## src/rtl/chg_seq.sv

```systemverilog
module chg_seq #(
  parameter int SEC_TICKS  = 1000,
  parameter int PW_LO_T    = 37 * SEC_TICKS / 1000,
  parameter int PW_MID_T   = 73 * SEC_TICKS / 1000,
  parameter int PW_HI_T    = 18 * SEC_TICKS / 1000,
  parameter int HOLD_LO_T  = 150 * SEC_TICKS,
  parameter int HOLD_MID_T = 300 * SEC_TICKS,
  parameter int HOLD_HI_T  = 75 * SEC_TICKS,
  parameter int LIM_LO_T   = 80 * 60 * SEC_TICKS,
  parameter int LIM_MID_T  = 160 * 60 * SEC_TICKS,
  parameter int LIM_HI_T   = 40 * 60 * SEC_TICKS
) (
  input  logic       clk,
  input  logic       rst_n,
  input  logic       tick_i,
  input  logic [1:0] mode_i,
  input  logic       bat_hi_i,
  input  logic       bat_ok_i,
  input  logic       temp_ok_i,
  input  logic       temp_safe_i,
  input  logic       slope_end_i,
  input  logic       inhibit_i,
  input  logic       pwr_down_i,
  output logic       charge_o,
  output logic       led_o,
  output logic       neg_delta_o
);

  localparam int LIM_MAX = (LIM_LO_T > LIM_MID_T) ?
                           ((LIM_LO_T > LIM_HI_T) ? LIM_LO_T : LIM_HI_T) :
                           ((LIM_MID_T > LIM_HI_T) ? LIM_MID_T : LIM_HI_T);
  localparam int CW   = $clog2(LIM_MAX + 1);
  localparam int TW   = $clog2(SEC_TICKS + 1);
  localparam int HALF = SEC_TICKS / 2;
  localparam int BW   = $clog2(HALF + 1);

  typedef enum logic [1:0] {S_PEND = 2'd0, S_FAST = 2'd1, S_DONE = 2'd2, S_PDN = 2'd3} st_t;

  st_t           st, nxt;
  logic          bat_hi_q;
  logic [TW-1:0] tk;
  logic [BW-1:0] blk;
  logic          ph;
  logic [CW-1:0] fcnt;
  logic [CW-1:0] lim_sel, hold_sel;
  logic [TW-1:0] pw_sel;
  logic          hold_done, time_up, fast_stop;

  always_comb begin
    case (mode_i)
      2'b00: begin lim_sel = CW'(LIM_LO_T); hold_sel = CW'(HOLD_LO_T); pw_sel = TW'(PW_LO_T); end
      2'b10: begin lim_sel = CW'(LIM_HI_T); hold_sel = CW'(HOLD_HI_T); pw_sel = TW'(PW_HI_T); end
      default: begin lim_sel = CW'(LIM_MID_T); hold_sel = CW'(HOLD_MID_T); pw_sel = TW'(PW_MID_T); end
    endcase
  end

  assign hold_done = fcnt >= hold_sel;
  assign time_up   = fcnt >= lim_sel;
  assign fast_stop = bat_hi_i | ~temp_safe_i | (~inhibit_i & ((slope_end_i & hold_done) | time_up));

  always_comb begin
    nxt = st;
    if (pwr_down_i) nxt = S_PDN;
    else begin
      case (st)
        S_PDN:  nxt = S_DONE;
        S_DONE: if (bat_hi_q & ~bat_hi_i) nxt = S_PEND;
        S_PEND: if (bat_hi_i) nxt = S_DONE;
                else if (~inhibit_i & bat_ok_i & temp_ok_i) nxt = S_FAST;
        S_FAST: if (fast_stop) nxt = S_DONE;
        default: nxt = S_PEND;
      endcase
    end
  end

  always_ff @(posedge clk or negedge rst_n) begin
    if (!rst_n) begin
      st       <= S_PEND;
      bat_hi_q <= 1'b0;
      tk       <= '0;
      blk      <= '0;
      ph       <= 1'b0;
      fcnt     <= '0;
    end else begin
      st       <= nxt;
      bat_hi_q <= bat_hi_i;
      if (tick_i) tk <= (tk == TW'(SEC_TICKS - 1)) ? '0 : tk + 1'b1;
      if (st == S_FAST && nxt == S_FAST) begin
        if (tick_i & ~inhibit_i & ~time_up) fcnt <= fcnt + 1'b1;
      end else fcnt <= '0;
      if (st == S_PEND && nxt == S_PEND) begin
        if (tick_i & ~inhibit_i) begin
          if (blk == BW'(HALF - 1)) begin
            blk <= '0;
            ph  <= ~ph;
          end else blk <= blk + 1'b1;
        end
      end else begin
        blk <= '0;
        ph  <= 1'b0;
      end
    end
  end

  assign led_o       = (st == S_FAST) | (st == S_PEND & ~ph);
  assign charge_o    = (st == S_PDN) | (st == S_FAST & ~inhibit_i) | (tk < pw_sel);
  assign neg_delta_o = (mode_i == 2'b10);

endmodule

```

## config.mk

```make
export PLATFORM = sky130hd
export DESIGN_NAME = chg_seq
export DESIGN_NICKNAME = d
export VERILOG_FILES = /design/src/rtl/chg_seq.sv
export SDC_FILE = /design/constraint.sdc
export NUM_CORES = 1
export LEC_CHECK = 0
export BUFFER_PORTS_ARGS = -buffer_cell sky130_fd_sc_hd__buf_2
export CORE_MARGIN = 10
export CORE_UTILIZATION = 40
export CTS_CLUSTER_DIAMETER = 30
export CTS_CLUSTER_SIZE = 20
export DETAILED_ROUTE_END_ITERATION = 12
export GPL_TIMING_DRIVEN = 0
export SLEW_MARGIN = 20
export SYNTH_ARGS = -nofsm -noshare
export SYNTH_HDL_FRONTEND = slang
export SYNTH_SLANG_ARGS = --single-unit
```

## constraint.sdc

```tcl
create_clock -name clk -period 2.7 [get_ports clk]
set_clock_uncertainty 0.15 [all_clocks]
set_input_delay 0.135 -clock clk [delete_from_list [all_inputs] [get_ports clk]]
set_output_delay 0.135 -clock clk [all_outputs]
set_load 0.01 [all_outputs]
```

==> Yosys cells after proc, flatten, opt, wreduce, memory -nomap -nowiden <==
Index checks and enable logic that the tools add are counted.
{ "totals": {"ff_bits": 47, "input_bits": 12, "output_inout_bits": 3} }
{ "classes": {"n_addsub": 3, "order_cmp": 3, "n_eq_ne": 10, "n_mux": 18, "bitwise_logic": 20, "reduce_logical": 6} }
{ "op_table": {"columns": ["cell", "count"], "rows": [
  [">= comparator 24 bit", 2],
  ["two-way mux 24 bit", 2],
  ["case mux 24 bit (2 select lines)", 1],
  ["case mux 19 bit (2 select lines)", 1],
  ["two-way mux 9 bit", 3],
  ["adder 24 x 1 -> 24 bit, second input constant", 1],
  ["case mux 7 bit (2 select lines)", 1],
  ["adder 10 x 1 -> 10 bit, second input constant", 1],
  ["== test 10 bit, second input constant", 1],
  ["less-than comparator 10 bit", 1],
  ["two-way mux 10 bit", 1],
  ["two-way mux 2 bit", 5],
  ["adder 9 x 1 -> 9 bit, second input constant", 1],
  ["AND 1 bit", 9],
  ["== test 9 bit, second input constant", 1],
  ["case mux 2 bit (4 select lines)", 1],
  ["== test 2 bit, second input constant", 3],
  ["zero test 2 bit", 3],
  ["OR 1 bit", 6],
  ["inverter 1 bit", 5],
  ["== test 2 x 1 -> 1 bit, second input constant", 2],
  ["!= test 2 x 1 -> 1 bit, second input constant", 2],
  ["two-way mux 1 bit", 3],
  ["logical AND 1 bit", 2],
  ["other kinds (2)", 2]
]} }

==> Logic depth before layout (Yosys ltp) <==
{ "logic_depth": {"word_depth": 14, "mapped_depth": 10, "mapped_depth_nobuf": 9} }

==> Worst setup path after synthesis <==
No wires, ideal clock.
{ "synth_path": {"path_type": "input port to flip-flop", "start": "input mode_i[1]", "end": "register fcnt[6]", "setup_time_ns": 0.078, "t_arrival_ns": 2.425, "required_ns": 2.472, "setup_slack_ns": 0.048, "stages": 9, "n_path_buf": 0, "cell_sequence": "nor2b_1 inv_1 ha_1 a211oi_1 o21ai_1 o211ai_4 nand2_4 or4_1 a21boi_1"} }
{ "synth_via": {"elab_chain_cells": 13, "elab_cells_between_ends": 19} }
{ "synth_rtl": {"columns": ["item", "line_no", "source"], "rows": [
  ["from (decl)", "16", "input logic [1:0] mode_i,"],
  ["== test 2 bit or zero test 2 bit (tied branches)", "50", "case (mode_i)"],
  ["case mux 19 bit (2 select lines)", "50", null],
  [">= comparator 24 bit", "57", "assign hold_done = fcnt >= hold_sel;"],
  ["AND 1 bit", "59", "assign fast_stop = bat_hi_i | ~temp_safe_i | (~inhibit_i & ((slope_end_i & hold_done) | time_up));"],
  ["OR 1 bit", "59", null],
  ["AND 1 bit", "59", null],
  ["OR 1 bit", "59", null],
  ["two-way mux 2 bit", "70", "S_FAST: if (fast_stop) nxt = S_DONE;"],
  ["case mux 2 bit (4 select lines)", "65", "case (st)"],
  ["two-way mux 2 bit", "63", "if (pwr_down_i) nxt = S_PDN;"],
  ["== test 2 x 1 -> 1 bit", "88", "if (st == S_FAST && nxt == S_FAST) begin"],
  ["logical AND 1 bit", "88", null],
  ["!= test 2 x 1 -> 1 bit (no source line) or two-way mux 24 bit (tied branches)", null, null],
  ["to (signal assigned)", "89", "if (tick_i & ~inhibit_i & ~time_up) fcnt <= fcnt + 1'b1;"],
  ["to (decl)", "44", "logic [CW-1:0] fcnt;"]
]} }
Several ways; a longest one is shown, not always the timed one.
A chain may end at the register's enable or synchronous reset.

==> Final worst setup path <==
{ "layout_path": {"start": "register fcnt[9]", "end": "register fcnt[23]"} }
{ "layout_via": {"elab_chain_cells": 11, "elab_cells_between_ends": 17} }
{ "layout_rtl": {"columns": ["item", "line_no"], "rows": [
  [">= comparator 24 bit", "57"],
  ["AND 1 bit", "59"],
  ["OR 1 bit", "59"],
  ["AND 1 bit", "59"],
  ["OR 1 bit", "59"],
  ["two-way mux 2 bit", "70"],
  ["case mux 2 bit (4 select lines)", "65"],
  ["two-way mux 2 bit", "63"],
  ["== test 2 x 1 -> 1 bit", "88"],
  ["logical AND 1 bit", "88"],
  ["!= test 2 x 1 -> 1 bit (no source line) or two-way mux 24 bit (tied branches)", null]
]} }
Several ways; a longest one is shown, not always the timed one. The select of a mux whose other input is x is not followed.

==> summary.md <==
| Metric | Value |
|---|---|
| Root Buffer | `clkbuf_8` |
| RSZ-0062 raised after global routing | `no` |
| Cell count of the worst hold path | `3` |
| CP Data Arrival Time | `~2.6 ns` |
| Endpoints failing setup | `0` |
| Period utilisation layout | `a little over nine tenths` |
| Routed len/inst | `about 16 um` |
| Reg2reg start | `fcnt[9]` |
| # rows | `33` |
| LEAKAGE | `around 1.6 nW` |
| TritonCTS buffer count | `5` |
| WL final | `~7600 um` |
| Max frequency | `just under 400 MHz` |
| Core area | `between 8000 and 9000 um^2` |
| Initial drt markers | `between 100 and 150` |
| Largest net degree at the start of global routing | `between 40 and 50` |
| Worst-path clk slew | `about 0.10 ns` |
| CP Max Fanout | `10` |
| Die height | `112 um` |
| Via count | `roughly 2700` |
| DRC Markers | `0` |
| Cell variety after synth | `roughly 60` |
| Initial core utilization | `roughly 41%` |
| Worst-case clock buffer depth | `2` |
| Clock latency at the later pin of the worst-skew pair | `around 0.3 ns` |
| Peak VDD IR | `approximately 0.19 mV` |
| Hold crit path type | `in -> reg` |
| NumNets Final | `427` |
| Endpoints failing hold | `0` |
| Clock sinks | `between 40 and 50` |
| Top-count cell post-synth | `dfrtp_1` |
| Area post-placement | `3570 um^2` |
| Synthesis Warnings | `0` |
| R2r setup slk | `roughly 0.12 ns` |
| Yosys top cell by area | `dfrtp_1` |
| Post-Place Worst Slack | `-0.559 ns` |
| CTS tree | `done` |
| Outcome | `finished, final reports clean` |
| Setup ws final | `0.119 ns` |
| Post-synth EDFFs | `0` |
| Fin. max-slew vios | `0` |
| Worst EP required | `about 2.7 ns` |
| CP endpoint kind | `flip-flop` |
| Reg2reg path depth | `8` |
| Top post-synthesis cells by area | `dfrtp_1 35%, ha_1 13%, or3_1 3.2%` |
| Final Util | `45.9%` |
| Final Wtd Congestion | `0.849` |
| H-tree depth reported by CTS | `2` |
| Synth top area share | `between 30% and 40%` |
| Hold endpoint | `st[0]` |
| Post-DRT Antenna Nets | `0` |
| Cell Area, Synth | `around 3400 um^2` |
| Total Routing Usage GR | `about an eighth` |
| Die width | `approximately 110 um` |
| Tightest Pin Transition | `about 0.77 ns` |
| Die Area | `12500 um^2` |
| Global-route wire length before repair | `~13000 um` |
| R2R Path End | `fcnt[23]` |
| Number of global-route vias before repair | `2809` |
| Max-Cap Viols | `0` |
| Drt via density | `5.49` |
| DP HPWL | `about 5700 um` |
| Worst setup SP type | `flip-flop` |
| PortBufs | `13` |
| Fill cell count | `~800` |
| Syn nets | `approximately 400` |
| Tmin final | `2.58 ns` |
| Hold_sp | `bat_ok_i` |
| Antenna violations before repair | `0` |
| Max-slew headroom | `between 40% and 50%` |
| Num ports | `15` |
| Post-route cell area | `~3800 um^2` |
| Flops & latches, synth | `47` |
| Synth Flop Type | `dfrtp_1` |
| Asr flop ratio synth | `100%` |
| Kind of critical path | `reg -> reg` |
| Cells after Synth | `~350` |
| DR pass1 iterations | `4` |
| Share of layout cells above drive strength 1 | `13.9%` |
| Commonest cells post-synth | `47 x dfrtp_1, 36 x ha_1, 27 x nor2_1` |
| Total Power | `between 1.5 and 2 mW` |
| Seq/Total Area, Yosys | `34.9%` |
| Total grt overflow | `0` |
| Ant. Diodes | `0` |
| Syn-to-layout area delta | `11.7%` |
| Post-Syn Area per Cell | `9.53 um^2` |
| Pwr/cell area | `444 nW/um^2` |
[metrics by stage]
stage	hold WS, ns	std cells	setup TNS, ns
2_1_floorplan	-0.311	354	0
3_3_place_gp	0.146	472	-12.85
3_5_place_dp	0.0582	472	-12.16
4_1_cts	0.0915	484	0
5_1_grt	0.111	485	0
6_report	0.0960	485	0
[sequential cells by signal (all words and copies together) (netlist names)]
| name | flops |
|---|---|
| st | 2 |
| bat_hi_q | 1 |
| ph | 1 |
| fcnt | 24 |
| tk | 10 |
| blk | 9 |
[report_power, final]
group	internal, mW	switching [mW]	total, mW
clock	0.371	0.257	0.627
combinational	0.112	0.131	0.244
sequential	0.739	0.0612	0.801
total	1.22	0.449	1.67
[per-layer routing]
layer | wire length [um] | vias up | GRT usage [%] | share of wire, %
li1 | - | 1350 | - | -
met1 | 3920 | 1275 | 17.2 | 52
met2 | 3430 | 33 | 19.8 | 45
met3 | 204 | 7 | 2.04 | 2.7
met4 | 48 | 0 | 2.23 | 0.63
met5 | 0 | - | 0 | 0
[cell type report]
class | count | area, um^2 | area share [%]
repair buffers | 18 | 115 | 3.06
inverters | 16 | 60.1 | 1.59
flip-flops and latches | 47 | 1180 | 31.3
plain buffers | 6 | 51.3 | 1.36
multi-input cells | 285 | 2100 | 55.7
clock inverters | 2 | 60.1 | 1.59
well taps | 105 | 131 | 3.49
clock buffers | 6 | 72.6 | 1.93
[worst max path at each step]
stage / start / depth (start not counted) / slack (ns) / to
floorplan: mode_i[1] / 9 / 0.05 / fcnt[6]
global placement: mode_i[0] / 11 / -0.56 / fcnt[20]
detailed placement: mode_i[0] / 11 / -0.56 / fcnt[22]
CTS: fcnt[17] / 8 / 0.06 / fcnt[22]
global route: fcnt[15] / 8 / 0.01 / fcnt[22]
finish: fcnt[9] / 8 / 0.12 / fcnt[23]
[worst max-delay path, stage by stage, from the launching register on]
cell and delay (ns):
dfrtp_2 0.47, ha_1 0.33, or4b_4 0.54, nor4_4 0.27
a21oi_1 0.13, o2111ai_2 0.14, a21oi_4 0.13, buf_6 0.16
a21boi_2 0.14
[placed cells by master, fill, tap and decap left out, types with 4 or more instances in the layout]
| master | Yosys | final |
|---|---|---|
| nor2_1 | 27 | 27 |
| dfrtp_1 | 47 | 44 |
| o21ai_0 | 19 | 18 |
| buf_2 | 1 | 14 |
| clkbuf_8 | 0 | 5 |
| nand3_1 | 15 | 15 |
| ha_1 | 36 | 36 |
| dlygate4sd3_1 | 0 | 4 |
| a21boi_1 | 9 | 9 |
| nand4_1 | 13 | 13 |
| and2_1 | 9 | 9 |
| or3_1 | 17 | 17 |
| nor3_1 | 6 | 6 |
| nand2_1 | 25 | 25 |
| xor2_1 | 11 | 11 |
| xnor2_1 | 12 | 12 |
| nor4_1 | 6 | 6 |
| a21boi_2 | 4 | 4 |
| a21oi_1 | 14 | 14 |
| inv_1 | 16 | 15 |
[repair_timing]
item                       4_1_cts  5_1_grt
hold endpoints to repair        52        0
setup buffers                    0        1
hold buffers                     4        0
gates resized for setup          2        7
setup endpoints to repair       25       20
pin swaps                        0        2
[kinds of logic after synthesis]
logic type | Yosys count | share of synthesized area (%)
and+or+nand+nor | 147 | 24.9
buffers and inverters | 22 | 3.30
xor gates and xnor gates | 23 | 5.97
AOI/OAI and AO/OA | 76 | 16.7
adders and majority gates | 36 | 13.4
muxes | 3 | 0.890
DFF | 47 | 34.9
Note: power is estimated with default switching activity, not from simulation.
